### src/rtl/fe_pkg.sv
package fe_pkg;
  localparam int OP_W = 8;
  localparam logic [OP_W-1:0] OPC_GO_QUAD  = 8'h35;
  localparam logic [OP_W-1:0] OPC_GO_SINGLE = 8'hF5;
  typedef enum logic {MODE_SINGLE = 1'b0, MODE_QUAD = 1'b1} link_mode_e;
endpackage

### src/rtl/fe_sync.sv
module fe_sync #(
  parameter int W = 1,
  parameter int STAGES = 2,
  parameter logic [W-1:0] RST_VAL = '0
) (
  input  logic         clk,
  input  logic         rst_n,
  input  logic [W-1:0] d,
  output logic [W-1:0] q
);
  logic [W-1:0] stg [STAGES];

  generate
    for (genvar s = 0; s < STAGES; s++) begin : g_stage
      always_ff @(posedge clk or negedge rst_n) begin
        if (!rst_n) stg[s] <= RST_VAL;
        else if (s == 0) stg[s] <= d;
        else stg[s] <= stg[(s == 0) ? 0 : s - 1];
      end
    end
  endgenerate

  assign q = stg[STAGES-1];
endmodule

### src/rtl/fe_shift.sv
module fe_shift
  import fe_pkg::*;
(
  input  logic            clk,
  input  logic            rst_n,
  input  logic            sck_rise,
  input  logic            cs_low,
  input  logic            quad,
  input  logic [3:0]      io,
  output logic            done_p,
  output logic            hdr_done,
  output logic [OP_W-1:0] op_byte
);
  localparam int CW = $clog2(OP_W);
  localparam logic [CW-1:0] LAST_SINGLE = CW'(OP_W - 1);
  localparam logic [CW-1:0] LAST_QUAD   = CW'(OP_W / 4 - 1);

  logic [CW-1:0]   cnt;
  logic [OP_W-1:0] shreg;
  logic [CW-1:0]   last;
  logic            take;

  assign last = quad ? LAST_QUAD : LAST_SINGLE;
  assign take = cs_low && sck_rise && !hdr_done;

  always_ff @(posedge clk or negedge rst_n) begin
    if (!rst_n) begin
      cnt      <= '0;
      shreg    <= '0;
      hdr_done <= 1'b0;
      done_p   <= 1'b0;
    end else begin
      done_p <= take && (cnt == last);
      if (!cs_low) begin
        cnt      <= '0;
        hdr_done <= 1'b0;
      end else if (take) begin
        shreg <= quad ? {shreg[OP_W-5:0], io} : {shreg[OP_W-2:0], io[0]};
        if (cnt == last) begin
          cnt      <= '0;
          hdr_done <= 1'b1;
        end else begin
          cnt <= cnt + 1'b1;
        end
      end
    end
  end

  assign op_byte = shreg;
endmodule

### src/rtl/fe_mode.sv
module fe_mode
  import fe_pkg::*;
(
  input  logic            clk,
  input  logic            rst_n,
  input  logic            done_p,
  input  logic [OP_W-1:0] op_byte,
  input  logic            cs_rise,
  input  logic            sw_rst,
  output link_mode_e      mode
);
  logic pend;

  always_ff @(posedge clk or negedge rst_n) begin
    if (!rst_n) begin
      mode <= MODE_SINGLE;
      pend <= 1'b0;
    end else if (sw_rst) begin
      mode <= MODE_SINGLE;
      pend <= 1'b0;
    end else begin
      if (done_p)
        pend <= (mode == MODE_SINGLE && op_byte == OPC_GO_QUAD) ||
                (mode == MODE_QUAD && op_byte == OPC_GO_SINGLE);
      if (cs_rise) begin
        pend <= 1'b0;
        if (pend) mode <= (mode == MODE_SINGLE) ? MODE_QUAD : MODE_SINGLE;
      end
    end
  end
endmodule

### src/rtl/spi_qpi_front.sv
module spi_qpi_front
  import fe_pkg::*;
#(
  parameter int SYNC_STAGES = 2
) (
  input  logic            clk,
  input  logic            rst_n,
  input  logic            sck,
  input  logic            cs_n,
  input  logic [3:0]      io_in,
  output logic [3:0]      io_out,
  output logic [3:0]      io_oe,
  output logic            op_valid,
  input  logic            op_ready,
  output logic [OP_W-1:0] op_data,
  input  logic            drv_en,
  input  logic [3:0]      drv_data,
  input  logic            sw_rst,
  output logic            qpi_mode
);
  localparam int SW = 6;

  logic [SW-1:0]   raw_in, syn;
  logic            sck_s, cs_n_s, sck_d, cs_low_d;
  logic [3:0]      io_s;
  logic            sck_rise, cs_low, cs_rise;
  logic            done_p, hdr_done;
  logic [OP_W-1:0] op_byte;
  link_mode_e      mode;

  assign raw_in = {sck, cs_n, io_in};

  fe_sync #(.W(SW), .STAGES(SYNC_STAGES), .RST_VAL(6'b01_0000)) u_sync (
    .clk(clk), .rst_n(rst_n), .d(raw_in), .q(syn)
  );

  assign sck_s  = syn[5];
  assign cs_n_s = syn[4];
  assign io_s   = syn[3:0];

  always_ff @(posedge clk or negedge rst_n) begin
    if (!rst_n) begin
      sck_d    <= 1'b0;
      cs_low_d <= 1'b0;
    end else begin
      sck_d    <= sck_s;
      cs_low_d <= !cs_n_s;
    end
  end

  assign cs_low   = !cs_n_s;
  assign sck_rise = sck_s && !sck_d;
  assign cs_rise  = cs_low_d && !cs_low;

  fe_shift u_shift (
    .clk(clk), .rst_n(rst_n), .sck_rise(sck_rise), .cs_low(cs_low),
    .quad(mode == MODE_QUAD), .io(io_s), .done_p(done_p),
    .hdr_done(hdr_done), .op_byte(op_byte)
  );

  fe_mode u_mode (
    .clk(clk), .rst_n(rst_n), .done_p(done_p), .op_byte(op_byte),
    .cs_rise(cs_rise), .sw_rst(sw_rst), .mode(mode)
  );

  always_ff @(posedge clk or negedge rst_n) begin
    if (!rst_n) begin
      op_valid <= 1'b0;
      op_data  <= '0;
    end else if (!op_valid || op_ready) begin
      op_valid <= done_p;
      if (done_p) op_data <= op_byte;
    end
  end

  assign qpi_mode = (mode == MODE_QUAD);

  always_comb begin
    io_oe  = 4'b0000;
    io_out = 4'b0000;
    if (cs_low && hdr_done && drv_en) begin
      if (qpi_mode) begin
        io_oe  = 4'b1111;
        io_out = drv_data;
      end else begin
        io_oe  = 4'b0010;
        io_out = {2'b00, drv_data[0], 1'b0};
      end
    end
  end
endmodule

### config.mk
export PLATFORM = sky130hd
export DESIGN_NAME = spi_qpi_front
export DESIGN_NICKNAME = d
export VERILOG_FILES = /design/src/rtl/fe_pkg.sv /design/src/rtl/fe_sync.sv /design/src/rtl/fe_shift.sv /design/src/rtl/fe_mode.sv /design/src/rtl/spi_qpi_front.sv
export SDC_FILE = /design/constraint.sdc
export NUM_CORES = 1
export LEC_CHECK = 0
export BUFFER_PORTS_ARGS = -buffer_cell sky130_fd_sc_hd__buf_2
export CAP_MARGIN = 40
export CORE_UTILIZATION = 59
export CTS_BUF_LIST = sky130_fd_sc_hd__clkbuf_8
export CTS_CLUSTER_DIAMETER = 200
export DETAILED_ROUTE_END_ITERATION = 10
export HOLD_SLACK_MARGIN = 0.12
export PLACE_DENSITY = 0.87
export SLEW_MARGIN = 20
export SYNTH_ARGS = -nofsm -noshare
export SYNTH_HDL_FRONTEND = slang
export SYNTH_SLANG_ARGS = --single-unit
export TNS_END_PERCENT = 5
### constraint.sdc
create_clock -name clk -period 4.1 [get_ports clk]
set_clock_uncertainty 0.15 [all_clocks]
set_input_delay 0 -clock clk [delete_from_list [all_inputs] [get_ports clk]]
set_output_delay 0 -clock clk [all_outputs]
set_load 0.05 [all_outputs]
==> metrics.txt <==
status finished, final reports clean; fin. max-slew vios 0; DP HPWL 1710 um; Clock Root Buffer clkbuf_8; Tmin final 2.01 ns; # diodes 0; CTS H-tree depth 2; Worst Path Required 4.12 ns; switching part of the total power 23.9%; Critical Path Sink Type register; initial antenna violation count 0; worst slew margin relative to its limit about 57%; IO Pins 33; die width about 52 um; GPL Wtd Cong 0.801; YS warnings 0; CTS clock-pin slew for the worst setup and hold paths 0.06 ns; power share of the sequential group 57.9%; RSZ-0062 raised after global routing no; total number of vias 1051; # rows 17; Net Sw Power 0.177 mW; die area about 2700 um2; arrival time at the worst endpoint between 2 and 2.5 ns; Core Area 2300 um2; DRC 0; final net count roughly 170; Gate power share 8.0%; drt pass-1 iters 4; Worst-Margin Slew 0.643 ns; sequential area share after synthesis 63.6%; Max clock buf depth 2; VDD IR max around 0.4 mV; Setup Viol. Count Final 0; pre-CTS setup slack roughly 2.1 ns; fmax approximately 500 MHz; Clock Latency Late Sink 0.29 ns; GR Overflow Total 0; #FFs+latches synth 38; CP max-delay cell or4b_1; # port buffers 32; CTS tree done; GRT Resource Usage Total 24.1%; Worst Setup Start Kind register; pwr dens between 300 and 400 nW/um2; DR WL/cell ~14 um; first-pass GRT wire length approximately 4600 um; FF/Latch Area 953 um2; CP peak stage delay 0.82 ns; number of max-cap violations 0; drt initial violations 18; syn_area_per_cell 13.0 um2; setup TNS 0 ns; utilization after layout a little over 80%; Overall Power 0.740 mW; die height between 50 and 60 um; Clock Power Share about 34%; P_int 0.563 mW; worst hold path type reg2reg; post-CTS sizing 0; Worst Slack Setup Final 2.09 ns; CP Class reg2reg; clock sink count 38; share of cells above drive strength 1 about 33%; Multi-input gate area 492 um2; worst-path fanout max 22; synthesized instance count 115; largest net degree at the start of global routing 39; Synth cell types 29; # fillers 144; Synth-to-Final Area Change 24.2%; Starting Density 65.3%; Mapped Area 1500 um2; Tcrit/Tclk final 49.0%; final wirelength 2670 um; cts bufs inserted 5; Leakage 0.943 nW; worst path cell trace or4b_1, and3_1, a31o_2; Fin. Hold Viols 0; DR vias/cell 5.62; Syn Nets 131; Routed Antenna Nets 0; number of global-route vias before repair approximately 1.1k
## stage by stage
step	hold WS [ns]	instance area (um2)	std cells
3_3_place_gp	-0.0455	1640	168
4_1_cts	0.195	1820	185
2_1_floorplan	-0.446	1500	115
5_1_grt	0.205	1860	187
6_report	0.199	1860	187
3_5_place_dp	-0.0407	1640	168
## final cells by class
type                            instances  share of cell area (%)
Sequential cell                        38                    51.2
Multi-Input combinational cell         69                    26.4
Timing Repair Buffer                   43                    15.5
Clock buffer                            6                    4.44
Tap cell                               28                    1.88
Clock inverter                          2                   0.403
Inverter                                1                   0.202
## critical path: cells and delay by family, from the launching register on
kind	cells	cell delay (ns)
AO/OA/AOI/OAI	1	0.21
flip-flops	1	0.41
AND/OR/NAND/NOR	2	1.14
## worst paths after layout
kind	depth (start not counted)	end	start	slack [ns]
max in group asynchronous	4	u_sync.stg[10]	rst_n	2.70
max reg2reg	3	u_shift.cnt[1]	u_shift.hdr_done	2.09
min	0	u_sync.q[0]	u_sync.stg[6]	0.20
min in group asynchronous	3	op_data[5]	rst_n	0.56
max	3	u_shift.cnt[1]	u_shift.hdr_done	2.09
min reg2reg	0	u_sync.q[0]	u_sync.stg[6]	0.20
## cell families after synthesis
group	share of synthesized area (%)
AND/OR/NAND/NOR	13.1
AO/OA/AOI/OAI	6.93
XOR/XNOR	0.584
multiplexers	11.4
buffers and inverters	3.59
flip-flops	63.6
adder cells (fa/ha/maj)	0.835
## routing by layer
metal	track usage [%]	wire [um]
met1	26.8	1140
met2	40.1	1300
met3	10.1	180
met4	10.5	45
met5	0	0
## registers in the layout (all words and copies together), names as in the netlist
signal and count:
cs_low_d 1, u_shift.hdr_done 1, u_sync.q 6, u_shift.cnt 3
u_mode.pend 1, op_valid 1, u_shift.op_byte 8, sck_d 1
u_shift.done_p 1, u_sync.stg 6, u_mode.mode 1, op_data 8
## cells in the mapped netlist
cell | count | area, um2
dfrtp_1 | 36 | 901
nand2_1 | 12 | 45.0
o21ai_0 | 9 | 45.0
mux2_2 | 8 | 90.1
mux2i_1 | 8 | 80.1
and3_1 | 6 | 37.5
nand2b_1 | 5 | 31.3
nand3_1 | 3 | 15.0
nor2_1 | 3 | 11.3
a31o_2 | 2 | 17.5
buf_4 | 2 | 15.0
buf_6 | 2 | 22.5
clkbuf_1 | 2 | 7.51
dfstp_2 | 2 | 52.6
a2111o_1 | 1 | 11.3
a221oi_2 | 1 | 15.0
a31oi_1 | 1 | 6.26
and2_1 | 1 | 6.26
and4b_1 | 1 | 10.0
buf_2 | 1 | 5.00
ha_1 | 1 | 12.5
inv_1 | 1 | 3.75
nand4b_1 | 1 | 8.76
nor2b_1 | 1 | 6.26
nor4b_1 | 1 | 8.76
o2bb2ai_1 | 1 | 8.76
or3_1 | 1 | 6.26
or4b_1 | 1 | 10.0
xor2_1 | 1 | 8.76
## cell usage in the layout (no fill, tap or decap)
cell type | Yosys | layout
buf_2 | 1 | 32
mux2i_1 | 8 | 8
nand2b_1 | 5 | 5
nor2_1 | 3 | 3
ha_1 | 1 | 1
or3_1 | 1 | 1
nand3_1 | 3 | 3
and3_1 | 6 | 6
clkbuf_8 | 0 | 6
nand2_1 | 12 | 12
xor2_1 | 1 | 1
a31oi_1 | 1 | 1
dfrtp_1 | 36 | 36
and2_1 | 1 | 1
nor4b_1 | 1 | 1
a2111o_1 | 1 | 1
a31o_2 | 2 | 2
a221oi_2 | 1 | 1
nand4b_1 | 1 | 1
mux2_2 | 8 | 8
o2bb2ai_1 | 1 | 1
dlygate4sd3_1 | 0 | 10
o21ai_0 | 9 | 9
or4b_1 | 1 | 1
nor2b_1 | 1 | 1
and4b_1 | 1 | 1
inv_1 | 1 | 3
buf_16 | 0 | 1
dfstp_2 | 2 | 2
## what timing repair did
action,in CTS,in global routing
endpoints found under the hold margin,47,17
hold buffers,9,1
buffers inserted,0,0
## power by group through the flow
stage / clock (mW) / sequential [mW] / combinational (mW)
finish: 0.252 / 0.429 / 0.0595
detailed placement: 0 / 0.434 / 0.0475
CTS: 0.256 / 0.427 / 0.0558
global placement: 0 / 0.432 / 0.0440
floorplan: 0 / 0.426 / 0.0284
global route: 0.276 / 0.432 / 0.0687
(Power assumes the default switching activity.)
